===== src/rtl/wdg_pkg.sv =====
package wdg_pkg;
    localparam int CNT_W = 7;
    localparam logic [CNT_W-1:0] CNT_TOP    = 7'h7F;
    localparam logic [CNT_W-1:0] CNT_EXPIRE = 7'h40;

    typedef enum logic [1:0] {
        ST_IDLE = 2'd0,
        ST_RUN  = 2'd1,
        ST_FIRE = 2'd2
    } wdg_state_e;
endpackage


===== src/rtl/wdg_prescaler.sv =====
module wdg_prescaler #(
    parameter int PRESCALE = 12288
) (
    input  logic clk,
    input  logic rst_n,
    input  logic run_i,
    output logic tick_o
);
    localparam int PC_W = (PRESCALE > 1) ? $clog2(PRESCALE) : 1;

    generate
        if (PRESCALE > 1) begin : g_div
            localparam logic [PC_W-1:0] PC_LAST = PC_W'(PRESCALE - 1);
            logic [PC_W-1:0] pc_q;

            always_ff @(posedge clk or negedge rst_n) begin
                if (!rst_n)             pc_q <= '0;
                else if (!run_i)        pc_q <= '0;
                else if (pc_q == PC_LAST) pc_q <= '0;
                else                    pc_q <= pc_q + 1'b1;
            end

            assign tick_o = run_i && (pc_q == PC_LAST);

            AST_TICK_GAP: assert property (@(posedge clk) disable iff (!rst_n)
                tick_o |=> !tick_o);
        end else begin : g_pass
            assign tick_o = run_i;
        end
    endgenerate
endmodule


===== src/rtl/wdg_window.sv =====
module wdg_window
    import wdg_pkg::*;
(
    input  logic             clk,
    input  logic             rst_n,
    input  logic             we_i,
    input  logic [CNT_W-1:0] wdata_i,
    input  logic             clear_i,
    input  logic [CNT_W-1:0] count_i,
    output logic [CNT_W-1:0] win_o,
    output logic             too_early_o
);
    logic [CNT_W-1:0] win_q;

    always_ff @(posedge clk or negedge rst_n) begin
        if (!rst_n)       win_q <= CNT_TOP;
        else if (clear_i) win_q <= CNT_TOP;
        else if (we_i)    win_q <= wdata_i;
    end

    assign win_o       = win_q;
    assign too_early_o = (count_i > win_q);

    AST_WIN_LOAD: assert property (@(posedge clk) disable iff (!rst_n)
        (we_i && !clear_i) |=> (win_o == $past(wdata_i)));
endmodule


===== src/rtl/wdg_core.sv =====
module wdg_core
    import wdg_pkg::*;
(
    input  logic             clk,
    input  logic             rst_n,
    input  logic             tick_i,
    input  logic             too_early_i,
    input  logic             ctrl_we_i,
    input  logic [7:0]       ctrl_wdata_i,
    output logic [CNT_W-1:0] count_o,
    output logic             armed_o,
    output logic             fire_o
);
    wdg_state_e       state_q, state_d;
    logic [CNT_W-1:0] count_q, count_d;
    logic             wr_en_bit, wr_b6;

    assign wr_en_bit = ctrl_wdata_i[7];
    assign wr_b6     = ctrl_wdata_i[6];

    // state register
    always_ff @(posedge clk or negedge rst_n) begin
        if (!rst_n) begin
            state_q <= ST_IDLE;
            count_q <= CNT_TOP;
        end else begin
            state_q <= state_d;
            count_q <= count_d;
        end
    end

    // next state
    always_comb begin
        state_d = state_q;
        count_d = count_q;
        unique case (state_q)
            ST_IDLE: begin
                if (ctrl_we_i) begin
                    count_d = ctrl_wdata_i[CNT_W-1:0];
                    if (wr_en_bit) state_d = wr_b6 ? ST_RUN : ST_FIRE;
                end
            end
            ST_RUN: begin
                if (ctrl_we_i) begin
                    if (too_early_i || !wr_b6) state_d = ST_FIRE;
                    else                       count_d = ctrl_wdata_i[CNT_W-1:0];
                end else if (tick_i) begin
                    if (count_q == CNT_EXPIRE) state_d = ST_FIRE;
                    else                       count_d = count_q - 1'b1;
                end
            end
            ST_FIRE: begin
                state_d = ST_IDLE;
                count_d = CNT_TOP;
            end
            default: begin
                state_d = ST_IDLE;
                count_d = CNT_TOP;
            end
        endcase
    end

    // outputs
    always_comb begin
        count_o = count_q;
        armed_o = (state_q == ST_RUN);
        fire_o  = (state_q == ST_FIRE);
    end

    AST_PULSE_ONE: assert property (@(posedge clk) disable iff (!rst_n)
        fire_o |=> !fire_o);
    AST_ENABLE_STICKY: assert property (@(posedge clk) disable iff (!rst_n)
        armed_o |=> (armed_o || fire_o));
    AST_EARLY_RELOAD: assert property (@(posedge clk) disable iff (!rst_n)
        (armed_o && ctrl_we_i && too_early_i) |=> fire_o);
    AST_TIMEOUT: assert property (@(posedge clk) disable iff (!rst_n)
        (armed_o && !ctrl_we_i && tick_i && count_o == CNT_EXPIRE) |=> fire_o);
    AST_IDLE_FROZEN: assert property (@(posedge clk) disable iff (!rst_n)
        (state_q == ST_IDLE && !ctrl_we_i) |=> $stable(count_o));
endmodule


===== src/rtl/win_watchdog.sv =====
module win_watchdog
    import wdg_pkg::*;
#(
    parameter int PRESCALE = 12288
) (
    input  logic       clk,
    input  logic       rst_n,
    input  logic       ctrl_we,
    input  logic [7:0] ctrl_wdata,
    input  logic       win_we,
    input  logic [6:0] win_wdata,
    output logic [6:0] count,
    output logic [6:0] window,
    output logic       armed,
    output logic       rst_req
);
    logic tick, too_early, fire, run;

    assign run = armed;

    wdg_prescaler #(.PRESCALE(PRESCALE)) u_presc (
        .clk    (clk),
        .rst_n  (rst_n),
        .run_i  (run),
        .tick_o (tick)
    );

    wdg_window u_window (
        .clk         (clk),
        .rst_n       (rst_n),
        .we_i        (win_we),
        .wdata_i     (win_wdata),
        .clear_i     (fire),
        .count_i     (count),
        .win_o       (window),
        .too_early_o (too_early)
    );

    wdg_core u_core (
        .clk          (clk),
        .rst_n        (rst_n),
        .tick_i       (tick),
        .too_early_i  (too_early),
        .ctrl_we_i    (ctrl_we),
        .ctrl_wdata_i (ctrl_wdata),
        .count_o      (count),
        .armed_o      (armed),
        .fire_o       (fire)
    );

    assign rst_req = fire;

    AST_POST_FIRE: assert property (@(posedge clk) disable iff (!rst_n)
        rst_req |=> (count == CNT_TOP && window == CNT_TOP && !armed));
    AST_BAD_B6: assert property (@(posedge clk) disable iff (!rst_n)
        (ctrl_we && ctrl_wdata[7] && !ctrl_wdata[6] && !rst_req) |=> rst_req);
endmodule


===== config.mk =====
export PLATFORM = sky130hd
export DESIGN_NAME = win_watchdog
export DESIGN_NICKNAME = d
export VERILOG_FILES = /design/src/rtl/wdg_pkg.sv /design/src/rtl/wdg_prescaler.sv /design/src/rtl/wdg_window.sv /design/src/rtl/wdg_core.sv /design/src/rtl/win_watchdog.sv
export SDC_FILE = /design/constraint.sdc
export NUM_CORES = 1
export LEC_CHECK = 0
export BUFFER_PORTS_ARGS = -buffer_cell sky130_fd_sc_hd__buf_2
export CAP_MARGIN = 20
export CORE_MARGIN = 8
export CORE_UTILIZATION = 40
export CTS_CLUSTER_DIAMETER = 80
export DETAILED_ROUTE_END_ITERATION = 12
export PLACE_DENSITY = 0.58
export SYNTH_ARGS = -nofsm -noshare
export SYNTH_HDL_FRONTEND = slang
export SYNTH_SLANG_ARGS = --single-unit

===== constraint.sdc =====
create_clock -name clk -period 4.5 [get_ports clk]
set_clock_uncertainty 0.2 [all_clocks]
set_input_delay 0.9 -clock clk [delete_from_list [all_inputs] [get_ports clk]]
set_output_delay 0.9 -clock clk [all_outputs]
set_load 0.01 [all_outputs]

==> results.md <==
- Yosys top cell area share: 22.9%
- Internal power: 0.000616 W
- Clock Root Buffer: clkbuf_8
- Total gr overflow: 0
- Xor and xnor area share after synthesis: 6.00%
- ANT cells: 0
- Placement-stage cell area: 0.00197 sq mm
- Largest family of logic cells by synthesized area: simple AND/OR/NAND/NOR gates
- Seq/Total Area, Yosys: 43.9%
- DP HPWL: 3060 um
- Initial antenna violation count: 0
- Die X: 82.2 um
- Hold buffers post-CTS: 0
- Fin crit period: 2.66 ns
- Netlist cell types: 40
- Post-CTS sizing: 0
- RSZ-0062 raised after global routing: false
- Sink Count: 30
- Vias: 1477
- Maximum fanout along the worst path: 6
- Post-synthesis compound-gate area fraction: 17.1%
- Worst setup SP type: flop
- Cell area power density: 489 mW/mm^2
- Setup slack, reg-to-reg: 1.84 ns
- Synth cell count leaders: nor2_1 (26), nand2_1 (17), dfrtp_1 (16), inv_1 (15), dfstp_2 (14)
- Final nets: 253
- CTS buffer count: 5
- GRT Util Overall: 13.6%
- Post-synthesis simple-gate area fraction: 20.9%
- Yosys reg bits: 30
- Sw Share: 38.5%
- Final Cell Area: 0.00205 sq mm
- Combinational power share: 36.5%
- Worst Path Required: 4.50 ns
- Psw: 0.000386 W
- Measured slew at the worst slew-check pin: 0.872 ns
- Routed WL: 4190 um
- Async SR Flop Fraction: 100%
- Routability cong.: 0.817
- Post-DRT Antenna Nets: 0
- EDFF count, synth: 0
- Hold slack: 0.287 ns
- Critical Path End Type: flop
- Synth Flop Type: dfrtp_1
- Yosys top cell by area: dfrtp_1
- Layout cells sized above 1: 27.1%
- P_leak: 0.915 nW
- Final hold viol count: 0
- Arrival time worst endpoint: 2.66 ns
- Fmax: 375 MHz
- TritonRoute pass-1 iters: 4
- Setup Crit Path Kind: flop to flop
- Slew margin rel.: 41.8%
- Post-Layout Cell Count: 277
- Dpl cells: 269
- Hold Crit Class: flop to flop
- CTS clock-pin slew for the worst setup and hold paths: 0.06 ns
- Clock power frac: 20.7%
- DIE HEIGHT: 82.2 um
- Cells after synthesis: 188
- Max-slew violation count: 0
- Peak VDD IR: 0.000212 V
- I/O pins: 35
- Adder and majority gate portion of the synthesized area: 7.14%
- Setup TNS: 0 ns
- Mapped Nets: 217
- Mux contribution to synthesized area: 0.571%
- Finish-stage setup viols: 0
- Port Buf Inserts: 34
- Skew-Pair Late Insertion Delay: 0.28 ns
- Outcome: completed
- First-pass GRT wire length: 7130 um
- Crit share post-route: 59.2%
- Vias in the first global route: 1486
- Number of max-cap violations: 0
- 1st-iter DRT viols: 76
- Rows: 24
- Top cells by area, synth: dfrtp_1 (23%), dfstp_2 (21%), ha_1 (7.1%)
- Area of the core: 0.00429 sq mm
- Power, Total: 0.00100 W
- Area growth syn-to-layout: 16.9%
- Top-count cell post-synth: nor2_1
- Clk buf depth: 2
- Largest net degree at the start of global routing: 31
- Initial Utilization: 40.8%
- Post-CTS setup-driven buffer insertion count: 0
- Syn Std Cell Area: 0.00175 sq mm
- Drc violations: 0
- Mean Syn Cell Area: 9.32 sq um
- Sequential share of power: 42.7%
- Drt wl/cell: 15.1 um
- Synth warnings: 0
- Die ar.: 0.00675 sq mm
- Via/cell ratio: 5.33
- CTS tree: done
- H-tree depth: 2
-- layer usage --
| metal | vias up | global-route usage (%) | routed length, um |
|---|---|---|---|
| met2 | 48 | 19.3 | 1710 |
| met4 | 0 | 3.68 | 47 |
| met3 | 6 | 4.55 | 331 |
| li1 | 741 | - | - |
| met1 | 682 | 19.2 | 2100 |
| met5 | - | 0 | 0 |
-- final timing paths --
check | startpoint | end | cells past startpoint
worst max-delay path | u_window.win_o[4] | u_core.count_o[4] | 7
worst min-delay path | u_presc.g_div.pc_q[0] | u_presc.g_div.pc_q[0] | 1
worst max register to register | u_window.win_o[4] | u_core.count_o[4] | 7
worst min register to register | u_presc.g_div.pc_q[0] | u_presc.g_div.pc_q[0] | 1
max in group asynchronous | rst_n | u_presc.g_div.pc_q[11] | 1
min in group asynchronous | rst_n | u_presc.g_div.pc_q[6] | 1
-- per-stage QoR --
step / utilization (%) / worst slack (ns)
global route: 47.7 / 1.69
floorplan: - / 2.03
finish: 47.7 / 1.84
detailed placement: 45.8 / 1.65
global placement: 45.8 / 1.70
CTS: 47.7 / 1.85
-- cell families (layout without fill, tap and decap cells) --
kind of cell / Yosys count / in the layout
and+or+nand+nor: 74 / 74
AOI/OAI and AO/OA: 41 / 41
DFF: 30 / 30
buffers and inverters: 20 / 57
xor gates and xnor gates: 12 / 12
adders and majority gates: 10 / 10
muxes: 1 / 1
-- flip-flops by register name (all words and copies together), names as in the netlist --
register / flops
u_presc.g_div.pc_q: 14
u_core.count_o: 7
u_window.win_o: 7
u_core.state_q: 2
-- area by class of cell --
class | count | area (sq um)
multi-input combinational | 138 | 907
inverter | 15 | 56.3
clock buffer | 8 | 80.1
tap | 52 | 65.1
timing repair buffer | 34 | 170
sequential | 30 | 768
fill | 431 | 2250
-- placed cells by master (no fill, tap or decap), types with 2 or more instances in the layout --
master / netlist / final
and3_1: 2 / 2
inv_1: 15 / 15
xnor2_1: 8 / 8
a41oi_1: 2 / 2
xor2_1: 4 / 4
a21oi_1: 7 / 7
clkbuf_8: 0 / 5
a31oi_1: 9 / 9
o211ai_1: 6 / 6
buf_2: 1 / 34
nand3b_1: 2 / 2
clkbuf_1: 4 / 3
o32a_1: 3 / 3
nand4_1: 3 / 3
a21o_1: 2 / 2
ha_1: 10 / 10
and2_1: 3 / 3
nor3_1: 4 / 4
nor4_1: 3 / 3
dfrtp_1: 16 / 16
a211oi_1: 3 / 3
nand3_1: 6 / 6
nand2_1: 17 / 17
dfstp_2: 14 / 14
o21ai_0: 2 / 2
nor2b_1: 2 / 2
nor2_1: 26 / 26
-- critical path: stages, from the launching register on --
cell	delay (ns)
dfstp_2	0.53
inv_1	0.05
ha_1	0.29
a21o_1	0.16
a221oi_1	0.39
a2111oi_2	0.18
or2_0	0.40
o32a_1	0.40
-- power groups by stage --
stage / combinational [W] / clock [W] / sequential, W
after floorplan: 0.000230 / 0 / 0.000433
after global placement: 0.000365 / 0 / 0.000432
after detailed placement: 0.000365 / 0 / 0.000432
after CTS: 0.000368 / 0.000213 / 0.000427
after global routing: 0.000420 / 0.000228 / 0.000438
final: 0.000366 / 0.000208 / 0.000428
Note: power is estimated with default switching activity, not from simulation.
